**src/rtl/lcd_line_scanner.sv**
```systemverilog
module lcd_line_scanner #(
  parameter int LINE_BITS = 640,
  parameter int NIB_W     = 4,
  parameter int BYTE_W    = 8,
  parameter int SLOT_PIX  = 512,
  parameter int LINES     = 64,
  parameter int ADDR_W    = 16
) (
  input  logic              clk,
  input  logic              rst_n,
  input  logic              en,
  input  logic [ADDR_W-1:0] base_addr,
  output logic              rd_req,
  output logic [ADDR_W-1:0] rd_addr,
  input  logic              rd_ack,
  input  logic [BYTE_W-1:0] rd_data,
  output logic [NIB_W-1:0]  ld,
  output logic              sclk,
  output logic              lp,
  output logic              fr
);
  localparam int NIBS     = LINE_BITS / NIB_W;
  localparam int BYTES    = LINE_BITS / BYTE_W;
  localparam int SLOT_CYC = 2 * SLOT_PIX;
  localparam int BURST    = 2 * NIBS;
  localparam int POS_W    = $clog2(SLOT_CYC);
  localparam int LINE_W   = $clog2(LINES);
  localparam int FCNT_W   = $clog2(BYTES + 1);

  localparam logic [POS_W-1:0]  BURST_END = POS_W'(BURST);
  localparam logic [POS_W-1:0]  LP_END    = POS_W'(BURST + 2);
  localparam logic [POS_W-1:0]  POS_LAST  = POS_W'(SLOT_CYC - 1);
  localparam logic [LINE_W-1:0] LINE_LAST = LINE_W'(LINES - 1);
  localparam logic [FCNT_W-1:0] FCNT_ALL  = FCNT_W'(BYTES);

  logic [POS_W-1:0]     pos;
  logic [LINE_W-1:0]    line;
  logic [FCNT_W-1:0]    fcnt;
  logic [LINE_BITS-1:0] sr;

  logic [LINE_W-1:0] nxt_line;
  logic in_burst, last_pos, take;

  assign nxt_line = (line == LINE_LAST) ? '0 : line + 1'b1;
  assign last_pos = (pos == POS_LAST);
  assign in_burst = en && (pos < BURST_END);
  assign rd_req   = en && !in_burst && (fcnt < FCNT_ALL);
  assign take     = rd_req && rd_ack;
  assign rd_addr  = base_addr + ADDR_W'(nxt_line) * ADDR_W'(BYTES) + ADDR_W'(fcnt);

  assign ld   = in_burst ? sr[LINE_BITS-1 -: NIB_W] : '0;
  assign sclk = in_burst && pos[0];
  assign lp   = en && (pos >= BURST_END) && (pos < LP_END);
  assign fr   = en && (line == '0);

  always_ff @(posedge clk or negedge rst_n) begin
    if (!rst_n) begin
      pos  <= '0;
      line <= '0;
      fcnt <= '0;
      sr   <= '0;
    end else if (!en) begin
      pos  <= '0;
      line <= '0;
      fcnt <= '0;
      sr   <= '0;
    end else begin
      pos <= last_pos ? '0 : pos + 1'b1;
      if (last_pos) line <= nxt_line;
      if (last_pos)  fcnt <= '0;
      else if (take) fcnt <= fcnt + 1'b1;
      if (take)
        sr <= {sr[LINE_BITS-BYTE_W-1:0], rd_data};
      else if (in_burst && pos[0])
        sr <= {sr[LINE_BITS-NIB_W-1:0], {NIB_W{1'b0}}};
    end
  end
endmodule


```
**config.mk**
```make
export PLATFORM = sky130hd
export DESIGN_NAME = lcd_line_scanner
export DESIGN_NICKNAME = d
export VERILOG_FILES = /design/src/rtl/lcd_line_scanner.sv
export SDC_FILE = /design/constraint.sdc
export NUM_CORES = 1
export LEC_CHECK = 0
export BUFFER_PORTS_ARGS = -buffer_cell sky130_fd_sc_hd__buf_2
export CORE_MARGIN = 2
export CORE_UTILIZATION = 55
export CTS_BUF_LIST = sky130_fd_sc_hd__clkbuf_4 sky130_fd_sc_hd__clkbuf_8
export DETAILED_ROUTE_END_ITERATION = 6
export PLACE_DENSITY_LB_ADDON = 0.25
export SLEW_MARGIN = 20
export SYNTH_ARGS = -nofsm -noshare
export SYNTH_HDL_FRONTEND = slang
export SYNTH_SLANG_ARGS = --single-unit
export TNS_END_PERCENT = 1
```
**constraint.sdc**
```tcl
create_clock -name clk -period 11.3 [get_ports clk]
set_clock_uncertainty 0.1 [all_clocks]
set_input_delay 1.13 -clock clk [delete_from_list [all_inputs] [get_ports clk]]
set_output_delay 1.13 -clock clk [all_outputs]
set_load 0.03 [all_outputs]
```
* Word level (Yosys, flattened, before mapping)
Cells that the tools add are included.
** Storage, ports and cells
- Input port bits :: 28
- Register bits after elaboration :: 663
- Output and inout bits :: 24
- Logic and storage cells :: 41
** Operators by class
- Magnitude comparators :: 4
- Reductions and logical operators :: 10
- $mul :: 1
- Muxes and demuxes :: 12
- $add $sub $neg :: 5
- Equality and inequality tests :: 5
** Operators by type and width (count)
- 640-bit two-way mux :: 3
- 7-bit two-way mux :: 3
- 10-bit by 9-bit less-than comparator with 1-bit output (second input constant) :: 2
- 10-bit two-way mux :: 2
- 6-bit two-way mux :: 3
- 16-bit by 13-bit adder with 16-bit output :: 1
- 16-bit by 7-bit adder with 16-bit output :: 1
- 10-bit by 1-bit adder with 10-bit output (second input constant) :: 1
- 10-bit == test (second input constant) :: 1
- 10-bit by 9-bit greater-or-equal comparator with 1-bit output (second input constant) :: 1
- 6-bit by 3-bit multiplier with 9-bit output (second input constant) :: 1
- 1-bit logical AND :: 8
- 7-bit by 1-bit adder with 7-bit output (second input constant) :: 1
- 7-bit less-than comparator (second input constant) :: 1
- 6-bit by 1-bit adder with 6-bit output (second input constant) :: 1
- 6-bit == test (second input constant) :: 1
- 6-bit logical NOT :: 1
- 3-bit by 1-bit inequality test with 1-bit output (second input constant) :: 2
- 4-bit two-way mux :: 1
- 2-bit by 1-bit inequality test with 1-bit output (second input constant) :: 1
- 1-bit logical NOT :: 1

* Depth between registers and ports, before layout
- Word-level depth :: 9
- Depth in mapped cells :: 17
- Mapped depth without buffers :: 17

* Worst setup path after synthesis
No wires, ideal clock.
- Kind :: register to output
- From :: register line[2]
- To :: output rd_addr[14]
- Data required time :: 10070 ps
- Path buffers :: 1
- Data arrival time :: 4003 ps
- Stages on the path, launching flop included :: 17
- Path slack :: 6067 ps
- Cell sequence :: dfrtp_1 > clkbuf_1 > nand3_1 > o21ai_0 > ha_1 > ha_1 > fa_1 > a21o_1 > a21oi_1 > xnor2_1 > ha_1 > ha_1 > and3_1 > and2_1 > a21oi_1 > o21ai_0 > a21oi_1
** Between the ends
- Cells in the longest elaborated chain, start to end :: 5
- Elaborated cells between the ends (all ways) :: 6
- Those cells by class :: add/sub: 3; mul: 1; eq/ne: 1; mux: 1
** RTL lines
- start, declared :: line 37 : logic [LINE_W-1:0] line;
- start signal, assigned :: line 69 : if (last_pos) line <= nxt_line;
- 6-bit by 1-bit adder with 6-bit output / 6-bit == test (equally long branches) :: line 44 : assign nxt_line = (line == LINE_LAST) ? '0 : line + 1'b1;
- 6-bit two-way mux (*) :: line 44
- 6-bit by 3-bit multiplier with 9-bit output (*) :: line 49 : assign rd_addr = base_addr + ADDR_W'(nxt_line) * ADDR_W'(BYTES) + ADDR_W'(fcnt);
- 16-bit by 13-bit adder with 16-bit output (*) :: line 49
- 16-bit by 7-bit adder with 16-bit output (*) :: line 49
- end, declared :: line 14 : output logic [ADDR_W-1:0] rd_addr,
Every way passes the cells marked *; elsewhere a longest branch is shown, timed or not.

* Final worst setup path
- From :: register line[0]
- To :: output rd_addr[14]
The elaborated chain is that of the path after synthesis.

==> flow_summary_export.csv <==
group,metric,value,unit
pwr,p_sw_frac,0.229,
synth,synth-main-ff-cell,"dfrtp_1",
synth,postSynthCellCount,3035,
worst_setup_path,path_cells,"ha_1 > nand4_1 > nand3_1 > o21ai_0 > ha_1 > ha_1 > fa_1 > a21o_1 > a21oi_1 > xnor2_1 > ha_1 > ha_1 > and3_1 > and2_1 > a211oi_1 > o31a_1 > a21oi_1 > buf_2",
detailed_routing,vias,21200,
cells_and_area,syn2layout_area_growth,8.75,%
cells_and_area,drive_gt1_frac,0.118,
cells_and_area,mostFrequentLayoutCells,"dfrtp_1, nand2_1, mux2i_1",
pwr,seqPwrFrac,0.498,
clock_network,cts_buffer_depth,3,
synth,ys_ff_latch,663,
sta,slew_viol_final,0,
clock_network,worstSkewPairLatency,0.70,ns
pwr,p_per_area,138,nW/um^2
global_route,grt_pass1_vias,21600,
synth,synthesis.nets,3104,
sta,tightest_slew,1.18,ns
clock_network,post_cts_buffers,0,
pwr,leakage,13.5,nW
die,die_w,244,um
global_route,grt_max_degree,317,
sta,rsz0062_at_grt,"no",
pwr,power.net_switching,0.00110,W
detailed_routing,routed_via_density,5.50,
pwr,pwr-share-clk,0.463,
cells_and_area,num-fill-cells,4810,
placement,dp_slack,5.90,ns
cells_and_area,nets,3069,
worst_setup_path,worstPathRequired,10.07,ns
cells_and_area,final_common_cell,"dfrtp_1",
clock_network,cts_sinks,663,
detailed_routing,drt_wl_total,55.6,mm
detailed_routing,drt-initial-drc-count,1423,
cells_and_area,multiInputGateArea,14000,um^2
pwr,ir_drop,96.1,uV
clock_network,clkTransAtPathRegs,0.06,ns
cells_and_area,regArea,16600,um^2
hold_path,hold_path.class,"in -> async",
worst_setup_path,crit_arrival,4.90,ns
die,coreArea,57500,um^2
global_route,grt_pass1_wl,99.3,mm
worst_setup_path,slowest_delay,0.47,ns
worst_setup_path,path_max_fanout,5,
synth,seq_area_frac_synth,0.522,
global_route,track_usage,0.192,
pwr,comb_power_share,0.039,
sta,timing_hold_violations_final,0,
worst_setup_path,cp_top_family,"adder cells",
sta,whs,0.221,ns
sta,fin_crit_sh,0.542,
synth,ys.warnings.count,0,
sta,layout_setup_ws,5.17,ns
global_route,grt-ovfl-total,0,
worst_setup_path,critPathLaunchType,"flip-flop",
detailed_routing,drc,0,
synth,avgSynthCellArea,10.5,um^2
pwr,p_int,0.00368,W
synth,synthTopCellsByArea,"dfrtp_1, mux2i_1, o21ai_0",
clock_network,cts_tree,"built",
clock_network,cts-buffers-inserted,107,
sta,final-setup-viol-count,0,
detailed_routing,drt_pass1_iterations,7,
synth,ys_types,50,
clock_network,root_buffer,"clkbuf_8",
synth,synth_area,31800,um^2
worst_setup_path,critical_path_class,"reg -> out",
placement,gp_congestion,0.781,
global_route,antenna_found_initial,1,
die,die_y,244,um
detailed_routing,ant_nets,0,
synth,yosys.area.top_type,"dfrtp_1",
sta,fin_crit,6.13,ns
synth,synth_top_area_share,0.522,
placement,hpwl,31.8,mm
synth,async_flop_share,1.00,
clock_network,htree_levels,3,
worst_setup_path,path_buf_inv,1,
detailed_routing,wl_per_cell,14.5,um
die,start_util,0.553,
flow_run,max-cap-violations,0,
outcome,status,"completed",
clock_network,cts_hold_buf,0,
worst_setup_path,crit_top_cell,"ha_1",
die,dieArea,59700,um^2
worst_setup_path,endpoint_kind,"output pin",
worst_setup_path,critPathSlowestCell,"fa_1",
die,rows,88,
sta,tns,0,ns
sta,fmax,0.163,GHz
clock_network,cts_resized,0,
synth,synth_edf_count,0,
sta,slew-limit-headroom,0.214,
placement,io_buffers,51,
die,top_level_ports,52,
[power groups by stage]
stage	sequential, W	combinational [W]	clock [W]
2_1_floorplan	0.00242	0.000115	0
3_3_place_gp	0.00242	0.000184	0
3_5_place_dp	0.00242	0.000188	0
4_1_cts	0.00238	0.000187	0.00229
5_1_grt	0.00238	0.000211	0.00239
6_report	0.00238	0.000185	0.00221
[sequential cells by signal, indices dropped and copies added, names as in the netlist]
| signal | cells |
|---|---|
| fcnt | 7 |
| pos | 10 |
| line | 6 |
| sr | 640 |
[final cells by class]
type / count / share of cell area
Sequential cell: 663 / 0.480
Multi-Input combinational cell: 2132 / 0.405
Clock buffer: 172 / 0.0625
Tap cell: 765 / 0.0277
Timing Repair Buffer: 74 / 0.0165
Clock inverter: 18 / 0.00583
Inverter: 22 / 0.00239
Antenna cell: 1 / 0.0000724
[kinds of logic after synthesis]
kind of cell / share of synthesized area
buf+inv: 0.0385
flops: 0.522
compound gates: 0.123
fa+ha+maj: 0.0173
simple gates: 0.0899
xor+xnor: 0.00771
mux: 0.202
[path summary, 6_finish.rpt]
| check | startpoint | end | slack, ns | cells after the start |
|---|---|---|---|---|
| min in group clk | sr[636] | sr[636] | 0.39 | 2 |
| max reg2reg | pos[7] | sr[366] | 6.51 | 8 |
| max in group asynchronous | rst_n | sr[412] | 8.25 | 4 |
| max | line[0] | rd_addr[14] | 5.17 | 18 |
| min reg2reg | sr[636] | sr[636] | 0.39 | 2 |
| min | rst_n | sr[172] | 0.22 | 1 |
[per-stage QoR]
| stage | area [um^2] | instances | power, W | util |
|---|---|---|---|---|
| finish | 34600 | 3847 | 0.00477 | 0.602 |
| global route | 34600 | 3847 | 0.00498 | 0.602 |
| CTS | 34500 | 3844 | 0.00485 | 0.600 |
| detailed placement | 32100 | 3654 | 0.00261 | 0.559 |
| global placement | 32100 | 3654 | 0.00260 | 0.559 |
| floorplan | 31800 | 3035 | 0.00254 | - |
[routing by layer]
layer | track usage | routed length (um) | up-vias
met2 | 0.321 | 26400 | 208
li1 | - | - | 10500
met3 | 0.0314 | 1640 | 81
met1 | 0.254 | 26400 | 10400
met5 | 0 | 0 | -
met4 | 0.0714 | 1250 | 0
[worst reg2reg max path, stage by stage (launching register included)]
cell	delay, ns
dfrtp_1	0.45
o21a_1	0.29
o211ai_1	0.21
o311a_4	0.68
buf_4	0.79
buf_12	0.80
buf_4	1.09
nand2_1	0.18
o21ai_0	0.12
[cell usage after synthesis, types with 7 or more instances]
cell and n:
o21ai_0 545, and3_1 7, inv_1 21, buf_6 12, buf_2 111, mux2i_1 640
dfrtp_1 663, xor2_1 15, o21ai_1 9, ha_1 36, a21oi_1 14, buf_4 17
nand3_1 9, clkbuf_1 57, o21ai_2 95, nor2_1 27, xnor2_1 13, nand2_1 657
clkbuf_2 11
(Power assumes the default switching activity.)
